$ cat src/rtl/eoi_pkg.sv
package eoi_pkg;

    localparam int EOI_DATA_W   = 64;
    localparam int EOI_ID_W     = 24;
    localparam int EOI_NARROW_W = 16;
    localparam int SPECIAL_LO   = 1020;
    localparam int SPECIAL_HI   = 1023;
    localparam logic [1:0] TOP_LVL = 2'd3;

    typedef struct packed {
        logic [EOI_ID_W-1:0] id;
        logic                special;
    } id_info_t;

    typedef struct packed {
        logic                valid;
        logic                deact;
        logic [EOI_ID_W-1:0] id;
    } eoi_act_t;

    function automatic logic id_is_special(input logic [EOI_ID_W-1:0] id);
        return (id >= EOI_ID_W'(SPECIAL_LO)) && (id <= EOI_ID_W'(SPECIAL_HI));
    endfunction

endpackage

$ cat src/rtl/eoi_id_decode.sv
module eoi_id_decode
    import eoi_pkg::*;
#(
    parameter int ID_W     = EOI_ID_W,
    parameter int NARROW_W = EOI_NARROW_W
) (
    input  logic [ID_W-1:0] raw_id,
    input  logic            wide,
    output id_info_t        info
);

    logic [ID_W-1:0] masked;

    genvar gi;
    generate
        for (gi = 0; gi < ID_W; gi++) begin : g_mask
            if (gi < NARROW_W) begin : g_low
                assign masked[gi] = raw_id[gi];
            end else begin : g_high
                assign masked[gi] = raw_id[gi] & wide;
            end
        end
    endgenerate

    always_comb begin
        info.id      = masked;
        info.special = id_is_special(masked);
    end

endmodule

$ cat src/rtl/eoi_mode_select.sv
module eoi_mode_select
    import eoi_pkg::*;
(
    input  logic [1:0] cur_lvl,
    input  logic       sec_state,
    input  logic       top_present,
    input  logic       mode_plain,
    input  logic       mode_top,
    input  logic       mode_sec,
    input  logic       mode_nsec,
    output logic       drop_only
);

    always_comb begin
        if (!top_present)
            drop_only = mode_plain;
        else if (cur_lvl == TOP_LVL)
            drop_only = mode_top;
        else if (sec_state)
            drop_only = mode_sec;
        else
            drop_only = mode_nsec;
    end

endmodule

$ cat src/rtl/eoi_ack_tracker.sv
module eoi_ack_tracker
    import eoi_pkg::*;
#(
    parameter int ID_W = EOI_ID_W
) (
    input  logic            clk,
    input  logic            rst,
    input  logic            ack_take,
    input  logic [ID_W-1:0] ack_id,
    input  logic            wr_accept,
    input  logic [ID_W-1:0] wr_id,
    output logic            mismatch
);

    logic            live_q;
    logic [ID_W-1:0] held_q;

    assign mismatch = wr_accept && (!live_q || (wr_id != held_q));

    always_ff @(posedge clk) begin
        if (rst) begin
            live_q <= 1'b0;
            held_q <= '0;
        end else if (ack_take) begin
            live_q <= 1'b1;
            held_q <= ack_id;
        end else if (wr_accept) begin
            live_q <= 1'b0;
        end
    end

    // an accepted write with no new acknowledge leaves nothing tracked
    a_r10_consume: assert property (@(posedge clk) disable iff (rst)
        (wr_accept && !ack_take) |=> !live_q);

    // a fresh acknowledge is tracked on the next cycle
    a_r10_ack_load: assert property (@(posedge clk) disable iff (rst)
        ack_take |=> (live_q && held_q == $past(ack_id)));

endmodule

$ cat src/rtl/eoi_write_ctrl.sv
module eoi_write_ctrl
    import eoi_pkg::*;
#(
    parameter int DATA_W   = EOI_DATA_W,
    parameter int ID_W     = EOI_ID_W,
    parameter int NARROW_W = EOI_NARROW_W
) (
    input  logic              clk,
    input  logic              rst,
    input  logic              wr_valid,
    input  logic [DATA_W-1:0] wr_data,
    input  logic [1:0]        cur_lvl,
    input  logic              sec_state,
    input  logic              top_present,
    input  logic              id_wide,
    input  logic              mode_plain,
    input  logic              mode_top,
    input  logic              mode_sec,
    input  logic              mode_nsec,
    input  logic              ack_valid,
    input  logic [ID_W-1:0]   ack_id,
    output logic              drop_valid,
    output logic [ID_W-1:0]   drop_id,
    output logic              deact_valid,
    output logic [ID_W-1:0]   deact_id,
    output logic              mismatch_err
);

    id_info_t wr_info;
    id_info_t ack_info;
    logic     drop_only;
    logic     wr_accept;
    logic     ack_take;
    logic     mismatch_now;
    eoi_act_t act_q;
    logic     err_q;

    eoi_id_decode #(.ID_W(ID_W), .NARROW_W(NARROW_W)) u_wr_dec (
        .raw_id (wr_data[ID_W-1:0]),
        .wide   (id_wide),
        .info   (wr_info)
    );

    eoi_id_decode #(.ID_W(ID_W), .NARROW_W(NARROW_W)) u_ack_dec (
        .raw_id (ack_id),
        .wide   (id_wide),
        .info   (ack_info)
    );

    eoi_mode_select u_mode (
        .cur_lvl     (cur_lvl),
        .sec_state   (sec_state),
        .top_present (top_present),
        .mode_plain  (mode_plain),
        .mode_top    (mode_top),
        .mode_sec    (mode_sec),
        .mode_nsec   (mode_nsec),
        .drop_only   (drop_only)
    );

    assign wr_accept = wr_valid && !wr_info.special;
    assign ack_take  = ack_valid && !ack_info.special;

    eoi_ack_tracker #(.ID_W(ID_W)) u_track (
        .clk       (clk),
        .rst       (rst),
        .ack_take  (ack_take),
        .ack_id    (ack_info.id),
        .wr_accept (wr_accept),
        .wr_id     (wr_info.id),
        .mismatch  (mismatch_now)
    );

    always_ff @(posedge clk) begin
        if (rst) begin
            act_q <= '0;
            err_q <= 1'b0;
        end else begin
            act_q.valid <= wr_accept;
            act_q.deact <= wr_accept && !drop_only;
            act_q.id    <= wr_accept ? wr_info.id : '0;
            if (mismatch_now)
                err_q <= 1'b1;
        end
    end

    assign drop_valid   = act_q.valid;
    assign drop_id      = act_q.id;
    assign deact_valid  = act_q.deact;
    assign deact_id     = act_q.id;
    assign mismatch_err = err_q;

    // a deactivation is always paired with a drop of the same ID
    a_r4_deact_paired: assert property (@(posedge clk) disable iff (rst)
        deact_valid |-> (drop_valid && deact_id == drop_id));

    // a drop strobe only follows a write
    a_r1_follows_write: assert property (@(posedge clk) disable iff (rst)
        drop_valid |-> $past(wr_valid));

    // a special ID never produces a strobe
    a_r8_special_quiet: assert property (@(posedge clk) disable iff (rst)
        (wr_valid && wr_info.special) |=> !drop_valid);

    // narrow mode clears the upper ID bits
    a_r3_narrow_zero: assert property (@(posedge clk) disable iff (rst)
        (drop_valid && !$past(id_wide)) |-> (drop_id[ID_W-1:NARROW_W] == '0));

    // the mismatch flag is sticky
    a_r9_sticky: assert property (@(posedge clk) disable iff (rst)
        mismatch_err |=> mismatch_err);

endmodule

$ cat config.mk
export PLATFORM = sky130hd
export DESIGN_NAME = eoi_write_ctrl
export DESIGN_NICKNAME = d
export VERILOG_FILES = /design/src/rtl/eoi_pkg.sv /design/src/rtl/eoi_id_decode.sv /design/src/rtl/eoi_mode_select.sv /design/src/rtl/eoi_ack_tracker.sv /design/src/rtl/eoi_write_ctrl.sv
export SDC_FILE = /design/constraint.sdc
export NUM_CORES = 1
export LEC_CHECK = 0
export BUFFER_PORTS_ARGS = -buffer_cell sky130_fd_sc_hd__buf_2
export CAP_MARGIN = 20
export CORE_ASPECT_RATIO = 1.5
export CORE_MARGIN = 2
export CORE_UTILIZATION = 41
export DETAILED_ROUTE_END_ITERATION = 12
export GPL_ROUTABILITY_DRIVEN = 0
export PLACE_DENSITY_LB_ADDON = 0.2
export SYNTH_ARGS = -nofsm -noshare
export SYNTH_HDL_FRONTEND = slang
export SYNTH_HIERARCHICAL = 1
export SYNTH_SLANG_ARGS = --single-unit
$ cat constraint.sdc
create_clock -name clk -period 2.21 [get_ports clk]
set_input_delay 0.1105 -clock clk [delete_from_list [all_inputs] [get_ports clk]]
set_output_delay 0.1105 -clock clk [all_outputs]
set_load 0.01 [all_outputs]
==> results_dict.tcl <==
set metrics [dict create \
    coreArea_um2 6810 \
    grt_pass1_wl_mm 9.15 \
    post-cts-setup-buffers 0 \
    cts_tree "yes" \
    finalSetupViolCount 0 \
    row_count 37 \
    period_share_pct 91.6 \
    worst_pin_slew_ps 924 \
    cts_buffers 5 \
    fin_worst_skew_ps 3.15 \
    synth_edf_count 0 \
    cts-root-buf "clkbuf_8" \
    ys_seq_area_share_pct 36.3 \
    cts_sinks 52 \
    cts-resized-gates 0 \
    wl_per_cell_um 14.4 \
    peakVddDrop_v 0.000251 \
    grtUsageMet3_pct 3.70 \
    cp.required_ps 2350 \
    path_clk_slew_ps 80 \
    area_delta_synth_final_pct 11.1 \
    min_period_ps 2020 \
    synth_top_area_share_pct 36.3 \
    dr.pass1.iters 4 \
    cp_slowest_cell "or4_1" \
    fin_util_pct 46.8 \
    synth_seq_cells 52 \
    r2r-start "u_track/held_q[12]$_SDFFE_PP0P_" \
    slew_violations 0 \
    status "completed" \
    fmax_ghz 0.494 \
    syn_area_per_cell_um2 10.6 \
    rsz0062_at_grt "no" \
    yosysMostFrequentCell "buf_4" \
    p_leak_nw 1.50 \
    power_mw 1.82 \
    grt_pass1_vias 1860 \
    start_kind "primary input" \
    use_met2_pct 27.5 \
    synthCells 270 \
    avgViaCountPerCell 4.85 \
    synth_area_leaders "dfxtp_1 36%, buf_4 15%, mux2i_1 8.7%" \
    dieArea_um2 7680 \
    n_antenna_cell 0 \
    grt_overflow 0 \
    fin_nets 431 \
    p_per_area_nw_per_um2 573 \
    drtIter0Drc 76 \
    synthesis.area_um2 2860 \
    portBuffers 111 \
    io-pin-count 152 \
    synth_common_cells "56 x buf_4, 52 x dfxtp_1, 25 x mux2i_1, 25 x nor2_1, 16 x and2_1" \
    syn-num-nets 371 \
    reg2reg_depth 5 \
    ant_nets 0 \
    vias 1980 \
    antenna_found_initial 0 \
    r2r-end "mismatch_err$_SDFFE_PP0P_" \
    cts_max_level 2 \
    drive_above_1_share_pct 47.9 \
    hpwl_mm 4.74 \
    slowest_delay_ps 530 \
    yosys_most_used_dff "dfxtp_1" \
    clock_latency_ps 290 \
    drv_cap 0 \
    end_kind "flop" \
    synth_async_sr_flop_share_pct 0 \
    cp.arrival_ps 2170 \
    crit_fanout 25 \
    die_y_um 106 \
    grt_max_degree 42 \
    holdWs_ps 50.8 \
    hold_viol_final 0 \
    whs_endpoint "u_track/held_q[1]$_SDFFE_PP0P_" \
    drc 0 \
    use_met1_pct 17.8 \
    ctsHoldBuffers 0 \
    grtUsageTotal_pct 15.4 \
    clockBufferDepth 2 \
    hold_start "ack_id[1]" \
    synth_top_cell_by_area "dfxtp_1" \
    die_w_um 72.2 \
    initial_core_util_pct 42.1 \
    worstPathCellList "buf_2 -> or4_1 -> or4b_1 -> a2111oi_2 -> nor2b_2 -> buf_12 -> mux2i_1 -> nor2_1" \
    slew_headroom_pct 38.4 \
    yosysWarnings 6 \
    ys_types 31 \
    grt.busiest_layer "met2" \
    hold_class "in -> reg" \
    r2r_slack_ps 680 \
    drt_wl_total_mm 5.89 \
    min_delay_path_depth 3 \
    critPathKind "in -> reg" \
]
[placed cells by master (no fill, tap or decap), drive strengths merged, types with 5 or more instances in the layout]
master  count
xor2       11
xnor2      13
nor4bb     17
nand4       6
buf       121
nor4        5
mux2i      25
and4bb      7
dfxtp      52
nor2       25
clkbuf      6
and2       16
[how the worst max path moves through the flow]
| stage | start | to | depth (start not counted) |
|---|---|---|---|
| floorplan | wr_data[12] | mismatch_err$_SDFFE_PP0P_ | 8 |
| global placement | ack_id[12] | u_track/held_q[13]$_SDFFE_PP0P_ | 8 |
| detailed placement | ack_id[12] | u_track/held_q[15]$_SDFFE_PP0P_ | 8 |
| CTS | ack_id[12] | u_track/held_q[8]$_SDFFE_PP0P_ | 8 |
| global route | ack_id[12] | u_track/held_q[13]$_SDFFE_PP0P_ | 8 |
| finish | ack_id[12] | u_track/held_q[8]$_SDFFE_PP0P_ | 8 |
[layer usage]
| layer | part of all wire (%) | wire length, um |
|---|---|---|
| met5 | 0 | 0 |
| met2 | 52 | 3060 |
| met4 | 0.64 | 38 |
| met1 | 41 | 2440 |
| met3 | 5.9 | 347 |
[where the power goes]
part	switching [mW]	internal (mW)	total (mW)
combinational	0.154	0.167	0.321
sequential	0.0252	0.980	1.01
clock	0.281	0.216	0.497
total	0.460	1.36	1.82
[registers in the layout, indices dropped and copies added, names as in the netlist]
register / flops
deact_id: 24
deact_valid: 1
drop_valid: 1
mismatch_err: 1
u_track/held_q: 24
u_track/live_q: 1
[through the flow]
stage / setup TNS [ps] / instances / area (um2) / worst slack [ps]
finish: 0 / 408 / 3180 / 185
global route: 0 / 408 / 3180 / 105
CTS: 0 / 408 / 3180 / 180
detailed placement: -2880 / 401 / 3100 / -145
global placement: -2470 / 401 / 3100 / -114
floorplan: 0 / 270 / 2880 / 52.2
[logic make-up after synthesis]
kind of cell              synth area share (%)
xor gates and xnor gates                  7.34
DFF                                       36.3
and+or+nand+nor                           26.8
AOI/OAI and AO/OA                         2.66
muxes                                     8.74
buffers and inverters                     18.1
[layout make-up]
cell class / count / area [um2]
clock buffers: 6 / 72.6
well taps: 78 / 97.6
clock inverters: 1 / 5.00
inverters: 1 / 3.75
fillers: 662 / 3620
flip-flops and latches: 52 / 1040
repair buffers: 121 / 643
multi-input cells: 149 / 1320
[critical path: cells and delay by family]
kind,cells,cell delay [ps]
AND/OR/NAND/NOR,4,1220
multiplexers,1,150
buffers and inverters,2,300
AO/OA/AOI/OAI,1,380
(Power assumes the default switching activity.)
